--- src/rtl/cap_pkg.sv ---
package cap_pkg;
    localparam int PSC_W = 2;
    localparam int DIV_W = (1 << PSC_W) - 1;

    typedef enum logic [1:0] {
        SRC_OUTPUT  = 2'b00,
        SRC_OWN     = 2'b01,
        SRC_NEIGHB  = 2'b10,
        SRC_TRIGGER = 2'b11
    } cap_src_e;

    // Mask of prescaler count bits: ratio 2**code, count wraps at ratio-1.
    function automatic logic [DIV_W-1:0] div_mask(input logic [PSC_W-1:0] code);
        logic [DIV_W-1:0] m;
        m = '0;
        for (int i = 0; i < DIV_W; i++) begin
            if (i < int'(code)) m[i] = 1'b1;
        end
        return m;
    endfunction
endpackage

--- src/rtl/cap_src_sel.sv ---
module cap_src_sel
    import cap_pkg::*;
(
    input  logic       clk,
    input  logic       rst_n,
    input  logic       chan_en,
    input  logic       sel_wr,
    input  logic [1:0] sel_wdata,
    input  logic       trig_ready,
    input  logic       ev_own,
    input  logic       ev_nbr,
    input  logic       ev_trg,
    output cap_src_e   src_q,
    output logic       src_evt
);
    typedef struct packed {
        cap_src_e src;
    } sel_state_t;

    sel_state_t st_d, st_q;

    always_comb begin
        st_d = st_q;
        if (sel_wr && !chan_en) begin
            st_d.src = cap_src_e'(sel_wdata);
        end
    end

    always_ff @(posedge clk or negedge rst_n) begin
        if (!rst_n) st_q <= '{src: SRC_OUTPUT};
        else        st_q <= st_d;
    end

    assign src_q = st_q.src;

    always_comb begin
        unique case (st_q.src)
            SRC_OWN:     src_evt = ev_own;
            SRC_NEIGHB:  src_evt = ev_nbr;
            SRC_TRIGGER: src_evt = ev_trg && trig_ready;
            default:     src_evt = 1'b0;
        endcase
    end

    // code cannot change while the channel is enabled
    p_sel_locked_r5: assert property (@(posedge clk) disable iff (!rst_n)
        chan_en |=> $stable(src_q));

    // trigger source silent without a valid trigger routing
    p_trig_gate_r4: assert property (@(posedge clk) disable iff (!rst_n)
        (src_q == SRC_TRIGGER && !trig_ready) |-> !src_evt);
endmodule

--- src/rtl/cap_prescaler.sv ---
module cap_prescaler
    import cap_pkg::*;
(
    input  logic             clk,
    input  logic             rst_n,
    input  logic             chan_en,
    input  logic [PSC_W-1:0] psc,
    input  logic             evt_in,
    output logic             cap_evt
);
    typedef struct packed {
        logic [DIV_W-1:0] cnt;
    } psc_state_t;

    psc_state_t       st_d, st_q;
    logic [DIV_W-1:0] mask;
    logic             wrap;

    always_comb begin
        mask    = div_mask(psc);
        wrap    = ((st_q.cnt & mask) == mask);
        cap_evt = chan_en && evt_in && wrap;
        st_d    = st_q;
        if (!chan_en) begin
            st_d.cnt = '0;
        end else if (evt_in) begin
            st_d.cnt = wrap ? '0 : ((st_q.cnt + 1'b1) & mask);
        end
    end

    always_ff @(posedge clk or negedge rst_n) begin
        if (!rst_n) st_q <= '0;
        else        st_q <= st_d;
    end

    // count restarts while disabled
    p_idle_clear_r7: assert property (@(posedge clk) disable iff (!rst_n)
        !chan_en |=> (st_q.cnt == '0));

    // no capture while disabled
    p_no_cap_off_r7: assert property (@(posedge clk) disable iff (!rst_n)
        !chan_en |-> !cap_evt);
endmodule

--- src/rtl/cap_store.sv ---
module cap_store #(
    parameter int CNT_W = 16
) (
    input  logic             clk,
    input  logic             rst_n,
    input  logic             cap_evt,
    input  logic [CNT_W-1:0] tcount,
    input  logic             flag_clr,
    output logic [CNT_W-1:0] cap_val,
    output logic             cap_flag,
    output logic             ovr_flag
);
    typedef struct packed {
        logic [CNT_W-1:0] val;
        logic             flag;
        logic             ovr;
    } store_state_t;

    store_state_t st_d, st_q;

    always_comb begin
        st_d = st_q;
        if (flag_clr) begin
            st_d.flag = 1'b0;
            st_d.ovr  = 1'b0;
        end
        if (cap_evt) begin
            st_d.val  = tcount;
            st_d.flag = 1'b1;
            if (st_q.flag && !flag_clr) st_d.ovr = 1'b1;
        end
    end

    always_ff @(posedge clk or negedge rst_n) begin
        if (!rst_n) st_q <= '0;
        else        st_q <= st_d;
    end

    assign cap_val  = st_q.val;
    assign cap_flag = st_q.flag;
    assign ovr_flag = st_q.ovr;

    // capture latches the count and raises the flag
    p_latch_r8: assert property (@(posedge clk) disable iff (!rst_n)
        cap_evt |=> (cap_flag && cap_val == $past(tcount)));

    // capture over a pending flag raises overcapture
    p_overcap_r9: assert property (@(posedge clk) disable iff (!rst_n)
        (cap_evt && cap_flag && !flag_clr) |=> ovr_flag);

    // a lone clear drops both flags
    p_clear_r10: assert property (@(posedge clk) disable iff (!rst_n)
        (flag_clr && !cap_evt) |=> (!cap_flag && !ovr_flag));

    // value holds when nothing is captured
    p_val_hold_r8: assert property (@(posedge clk) disable iff (!rst_n)
        !cap_evt |=> $stable(cap_val));
endmodule

--- src/rtl/capture_channel.sv ---
module capture_channel
    import cap_pkg::*;
#(
    parameter int CNT_W = 16
) (
    input  logic             clk,
    input  logic             rst_n,
    input  logic             ev_own,
    input  logic             ev_nbr,
    input  logic             ev_trg,
    input  logic             trig_ready,
    input  logic [CNT_W-1:0] tcount,
    input  logic             chan_en,
    input  logic             sel_wr,
    input  logic [1:0]       sel_wdata,
    input  logic [1:0]       psc,
    input  logic             flag_clr,
    output logic [CNT_W-1:0] cap_val,
    output logic             cap_flag,
    output logic             ovr_flag
);
    cap_src_e src_q;
    logic     src_evt;
    logic     cap_evt;

    cap_src_sel u_sel (
        .clk        (clk),
        .rst_n      (rst_n),
        .chan_en    (chan_en),
        .sel_wr     (sel_wr),
        .sel_wdata  (sel_wdata),
        .trig_ready (trig_ready),
        .ev_own     (ev_own),
        .ev_nbr     (ev_nbr),
        .ev_trg     (ev_trg),
        .src_q      (src_q),
        .src_evt    (src_evt)
    );

    cap_prescaler u_psc (
        .clk     (clk),
        .rst_n   (rst_n),
        .chan_en (chan_en),
        .psc     (psc),
        .evt_in  (src_evt),
        .cap_evt (cap_evt)
    );

    cap_store #(.CNT_W(CNT_W)) u_store (
        .clk      (clk),
        .rst_n    (rst_n),
        .cap_evt  (cap_evt),
        .tcount   (tcount),
        .flag_clr (flag_clr),
        .cap_val  (cap_val),
        .cap_flag (cap_flag),
        .ovr_flag (ovr_flag)
    );

    // output code never captures
    p_out_quiet_r2: assert property (@(posedge clk) disable iff (!rst_n)
        (src_q == SRC_OUTPUT) |-> !cap_evt);
endmodule

--- config.mk ---
export PLATFORM = sky130hd
export DESIGN_NAME = capture_channel
export DESIGN_NICKNAME = d
export VERILOG_FILES = /design/src/rtl/cap_pkg.sv /design/src/rtl/cap_src_sel.sv /design/src/rtl/cap_prescaler.sv /design/src/rtl/cap_store.sv /design/src/rtl/capture_channel.sv
export SDC_FILE = /design/constraint.sdc
export NUM_CORES = 1
export LEC_CHECK = 0
export CORE_MARGIN = 2
export CORE_UTILIZATION = 36
export DETAILED_ROUTE_END_ITERATION = 8
export MAX_ROUTING_LAYER = met4
export PLACE_DENSITY = 0.74
export SYNTH_ARGS = -nofsm -noshare
export SYNTH_HDL_FRONTEND = slang
export SYNTH_SLANG_ARGS = --single-unit
--- constraint.sdc ---
create_clock -name clk -period 1.6 [get_ports clk]
set_clock_uncertainty 0.15 [all_clocks]
set_input_delay 0.24 -clock clk [delete_from_list [all_inputs] [get_ports clk]]
set_output_delay 0.24 -clock clk [all_outputs]
set_load 0.005 [all_outputs]
### Word-level counts from Yosys, hierarchy flattened

Index checks and enable logic that the tools add are counted.

| operators by class | value |
|---|---|
| add/sub/neg operators | 1 |
| order comparisons | 3 |
| equal/unequal tests | 5 |
| mux-type cells | 10 |
| bitwise gates (word level) | 2 |
| reduce and logical (&&, ||, !) cells | 8 |

Operators by type and width:

| operator | count |
|---|---|
| two-way mux 3 bit | 3 |
| bitwise AND 3 bit | 2 |
| logical AND 1 bit | 5 |
| == test 2 bit, second input constant | 2 |
| less-than comparator 1 x 2 -> 1 bit, first input constant | 2 |
| two-way mux 1 bit | 4 |
| two-way mux 2 bit | 2 |
| adder 3 x 1 -> 3 bit, second input constant | 1 |
| == test 3 bit | 1 |
| case mux 1 bit (3 select lines) | 1 |
| == test 2 x 1 -> 1 bit, second input constant | 1 |
| logical NOT 1 bit | 2 |
| less-than comparator 2 bit, first input constant | 1 |
| inequality test 2 x 1 -> 1 bit, second input constant | 1 |
| nonzero test 2 bit | 1 |

| word-level totals | value |
|---|---|
| register bits after elaboration | 23 |
| input port bits | 29 |
| output and inout port bits | 18 |
| logic and storage cells | 34 |

### Depth between registers and ports, before layout

| logic depth | value |
|---|---|
| depth after elaboration | 7 |
| depth in mapped cells | 6 |
| gate-level depth less buffers | 4 |

### Cells and area by module

Synthesis repeated with hierarchy kept, for this count alone.

| unflattened totals | value |
|---|---|
| cell total of the unflattened synthesis | 72 |
| area, all modules | 1043.5 um2 |

Modules (own cells, without submodules):

| module | instances | cells each | area an instance (um2) | sequential area each (um2) |
|---|---|---|---|---|
| cap_store | 1 | 40 | 713.2 | 450.4 |
| cap_prescaler | 1 | 23 | 214.0 | 75.1 |
| cap_src_sel | 1 | 9 | 116.4 | 50.0 |

### Worst setup path before layout

Ideal clock, no wire load.

| path | value |
|---|---|
| path kind | register to register |
| from | reg u_sel.st_q (netlist bit u_sel.src_q[1]) |
| to | reg u_store.st_q (netlist bit u_store.cap_val[0]) |
| library setup time | 0.125 ns |
| data arrival time | 1.445 ns |
| required time | 1.325 ns |
| slack | -0.120 ns |
| cell stages (with the launch flop) | 7 |
| path buffers | 2 |
| period minus slack after synthesis | 1.720 ns |
| path through | dfrtp_1 > nand3b_1 > nand3_2 > and4_4 > buf_6 > buf_12 > mux2_4 |

| on the way | value |
|---|---|
| longest elaborated chain between the ends | 4 |
| elaborated cells on any way between the ends | 6 |
| those cells by class | 3 x eq/ne; 1 x mux; 2 x reduce/logical |

RTL lines:

| item | line | RTL |
|---|---|---|
| start: declaration | cap_src_sel.sv:20 | `sel_state_t st_d, st_q;` |
| start signal: assignment | cap_src_sel.sv:30 | `if (!rst_n) st_q <= '{src: SRC_OUTPUT};` |
| start signal: assignment | cap_src_sel.sv:31 | `else st_q <= st_d;` |
| == test 2 bit or == test 2 x 1 -> 1 bit (tied branches) | cap_src_sel.sv:37 | `unique case (st_q.src)` |
| case mux 1 bit (3 select lines) (*) | cap_src_sel.sv:37 |  |
| logical AND 1 bit (*) (2 in series) | cap_prescaler.sv:22 | `cap_evt = chan_en && evt_in && wrap;` |
| end signal: assignment | cap_store.sv:36 | `else st_q <= st_d;` |
| end: declaration | cap_store.sv:19 | `store_state_t st_d, st_q;` |

Every way passes the cells marked *; elsewhere a longest branch is shown, timed or not.
A chain may end at the register's enable or synchronous reset.

### Final worst setup path

| path | value |
|---|---|
| from | reg u_sel.st_q (netlist bit u_sel.src_q[0]) |
| to | reg u_store.st_q (netlist bit u_store.cap_val[2]) |

The elaborated chain is that of the path after synthesis.

==> flow_summary.rst <==
.. list-table::
   :header-rows: 1

   * - Metric
     - Value
   * - Number of fill cells in the layout
     - 215
   * - Main synth FF type
     - sky130_fd_sc_hd__dfrtp_1
   * - Signal arrival time at the worst endpoint
     - 1.72 ns
   * - CTS clk-pin slew, worst paths
     - 0.13 ns
   * - Multiplexer share of the synthesized area
     - 24.2%
   * - R2r setup slk
     - -0.08 ns
   * - Remaining global-route overflow
     - 0
   * - Total Routed Length
     - 2380 um
   * - Tot GR Track Use
     - 14.0%
   * - Fin Setup TNS
     - -1.07 ns
   * - Instance count of the mapped netlist
     - 73
   * - Worst r2r path cells
     - 5
   * - Area of the core region
     - 2760 sq um
   * - Final slew viol count
     - 0
   * - Unrepaired setup endpoints after global routing
     - yes
   * - Deepest clock path buffer count
     - 2
   * - Worst setup path startpoint
     - u_sel.src_q[0]
   * - Number of nets still failing antenna checks after routing
     - 0
   * - Final total power
     - 0.00208 W
   * - Synth top area cells
     - sky130_fd_sc_hd__dfrtp_1 55%, sky130_fd_sc_hd__mux2_4 12%, sky130_fd_sc_hd__mux2_2 11%
   * - Post-place instance area
     - 1580 sq um
   * - Fraction of registers with async set/reset
     - 100%
   * - Peak supply drop
     - 0.764 mV
   * - Adder-cell share of the synthesized area
     - 1.20%
   * - Clock sink count
     - 23
   * - Status
     - finished, violations left
   * - Quantity of I/O buffers inserted on ports
     - 46
   * - Initial standard-cell utilization of the core
     - 37.8%
   * - Count of yosys warnings during synthesis
     - 0
   * - Critical path launch point type
     - flip-flop
   * - Via count of the first global-routing pass
     - 780
   * - TritonCTS clock tree
     - yes
   * - Number of top-level design ports
     - 47
   * - Number of maximum-capacitance constraint violations
     - 0
   * - Net total in the final layout
     - 175
   * - Top cell types by occurrence after synthesis
     - 23 x sky130_fd_sc_hd__dfrtp_1, 10 x sky130_fd_sc_hd__mux2_2, 8 x sky130_fd_sc_hd__mux2_4
   * - Finished layout cell area
     - 1790 sq um
   * - Leakage power summed over all cells
     - 0.976 nW
   * - Count of endpoints failing hold in the final timing report
     - 0
   * - Number of H-tree levels
     - 1
   * - Average routed wire per standard cell
     - 13.6 um
   * - Cell area after synthesis
     - 1040 sq um
   * - Dominant combinational cell family by area after synthesis
     - multiplexers
   * - Parity-gate share of the synthesized area counting xor and xnor cells
     - 0%
   * - Die Wd
     - 57.8 um
   * - Failing checks
     - negative setup slack
   * - Std-Cell Rows
     - 19
   * - Total number of vias
     - 823
   * - Worst relative slew slack
     - 80.6%
   * - Share of the clock period used by the worst path after layout
     - 105%
   * - Worst reg2reg startpoint
     - u_sel.src_q[0]
   * - Placement-stage worst setup slack
     - -0.444 ns
   * - Slew at the pin with the worst max-slew slack
     - 0.291 ns
   * - Sequential fraction of the synthesis area
     - 55.2%
   * - Wire length of the first global-routing pass
     - 3570 um
   * - Cell type with the largest total area after synthesis
     - sky130_fd_sc_hd__dfrtp_1
   * - Post-Syn Nets
     - 103
   * - Area fraction in and, or, nand and nor cells after synthesis
     - 11.4%
   * - Worst EP required
     - 1.64 ns
   * - Count of inserted antenna diode cells
     - 0
   * - Count of routing violations after the opening detailed-route iteration
     - 30
   * - Worst Setup EP
     - u_store.cap_val[2]
   * - Post-DR vias/cell
     - 4.70
   * - FF+latch count, synth
     - 23
   * - Die ar.
     - 3350 sq um
   * - Critical path capture point type
     - flip-flop
   * - Hold crit path type
     - in -> async
   * - Power per standard cell area
     - 1160 nW/um^2
   * - Half-perimeter wire length after placement
     - 1690 um
   * - Post-synthesis compound-gate area fraction
     - 3.96%
   * - TritonCTS buffer count
     - 3
   * - Synth-to-Final Area Change
     - 71.9%
   * - Least setup slack across all paths after layout
     - -0.0830 ns
   * - Area fraction of the dominant cell type after synthesis
     - 55.2%
   * - Avg Cell Area, Syn
     - 14.3 sq um
   * - Max FO, Critical Path
     - 9
   * - Clock root buffer master
     - sky130_fd_sc_hd__clkbuf_4
   * - Layout cell share with drive strength beyond 1
     - 33.3%
   * - Most common cell in the synthesized netlist
     - sky130_fd_sc_hd__dfrtp_1
   * - Worst flop-to-flop path endpoint
     - u_store.cap_val[2]
   * - Number of distinct library cells after synthesis
     - 21
   * - Die Ht
     - 57.8 um
   * - Achievable clock frequency
     - 594 MHz
   * - Number of iterations in the first detailed-routing pass
     - 4
   * - Remaining routing DRC violations
     - 0
   * - Count of endpoints failing setup in the final report
     - 16
   * - Number of flops mapped to enable cells by yosys
     - 0
   * - Number of buffers added to fix hold violations after cts
     - 0
   * - Antenna violations before repair
     - 0
   * - Minimum clock period
     - 1.68 ns
   * - Util after Layout
     - 65.1%
   * - Final weighted congestion in routability-driven placement
     - 0.812
   * - Insertion delay to the later sink of the worst-skew pair
     - 0.30 ns
   * - Largest net degree at the start of global routing
     - 24
   * - Setup CP Type
     - reg -> reg
metal layers:
layer	up-vias	part of all wire, %	global-route usage [%]
li1	398	-	-
met1	388	44	18.4
met2	37	47	22.2
met3	0	8.6	4.02
met4	0	0	1.99
met5	-	0	-
critical path: stages, from the launching register on:
cell	delay (ns)
sky130_fd_sc_hd__dfrtp_1	0.43
sky130_fd_sc_hd__nand3b_1	0.20
sky130_fd_sc_hd__nand3_2	0.10
sky130_fd_sc_hd__and4_4	0.26
sky130_fd_sc_hd__buf_12	0.15
sky130_fd_sc_hd__mux2_4	0.30
placed cells by master, fill, tap and decap left out, drive strengths merged, types with 2 or more instances in the layout:
cell / n
buf: 23
clkbuf: 3
clkdlybuf4s50: 33
dfrtp: 23
dlymetal6s2s: 13
inv: 3
mux2: 18
mux2i: 2
nand2: 2
nand3b: 3
nand4: 2
nor2: 4
nor2b: 4
o211a: 2
worst min-delay path by stage:
stage	depth (start not counted)	from	end	slack, ns
CTS	2	rst_n	u_store.cap_val[13]	0.14
floorplan	0	rst_n	u_psc.st_q[0]	-0.21
global route	2	rst_n	u_store.cap_val[13]	0.12
detailed placement	1	u_store.cap_val[8]	u_store.cap_val[8]	0.34
global placement	1	u_store.ovr_flag	u_store.ovr_flag	0.34
finish	2	rst_n	u_store.cap_val[13]	0.13
flip-flops by register name, indices dropped and copies added (netlist names):
name,count
u_store.cap_val,16
u_psc.st_q,3
u_sel.src_q,2
u_store.cap_flag,1
u_store.ovr_flag,1
what timing repair did:
action	CTS	global route
setup endpoints to repair	16	32
resized for setup	5	18
setup buffers	4	10
layout make-up:
| type | instances | area [sq um] | area share (%) |
|---|---|---|---|
| sequential | 23 | 576 | 32.1 |
| clock buffer | 3 | 22.5 | 1.26 |
| clock inverter | 1 | 5.00 | 0.279 |
| inverter | 3 | 11.3 | 0.628 |
| tap | 31 | 38.8 | 2.16 |
| multi-input combinational | 45 | 455 | 25.4 |
| timing repair buffer | 69 | 686 | 38.2 |
where the power goes:
| part | total, W | leakage (nW) | switching (W) | internal [W] |
|---|---|---|---|---|
| clock | 0.000258 | 0.0177 | 0.000165 | 0.0000930 |
| combinational | 0.000951 | 0.672 | 0.000240 | 0.000711 |
| sequential | 0.000867 | 0.287 | 0.0000968 | 0.000770 |
per-stage QoR:
stage	hold slack [ns]	instances
2_1_floorplan	-0.206	73
3_3_place_gp	0.341	157
3_5_place_dp	0.344	157
4_1_cts	0.135	165
5_1_grt	0.123	175
6_report	0.127	175
cells by family after synthesis:
kind of cell | Yosys count
muxes | 20
DFF | 23
AOI/OAI and AO/OA | 5
adders and majority gates | 1
and+or+nand+nor | 19
buffers and inverters | 5
Note: power is estimated with default switching activity, not from simulation.
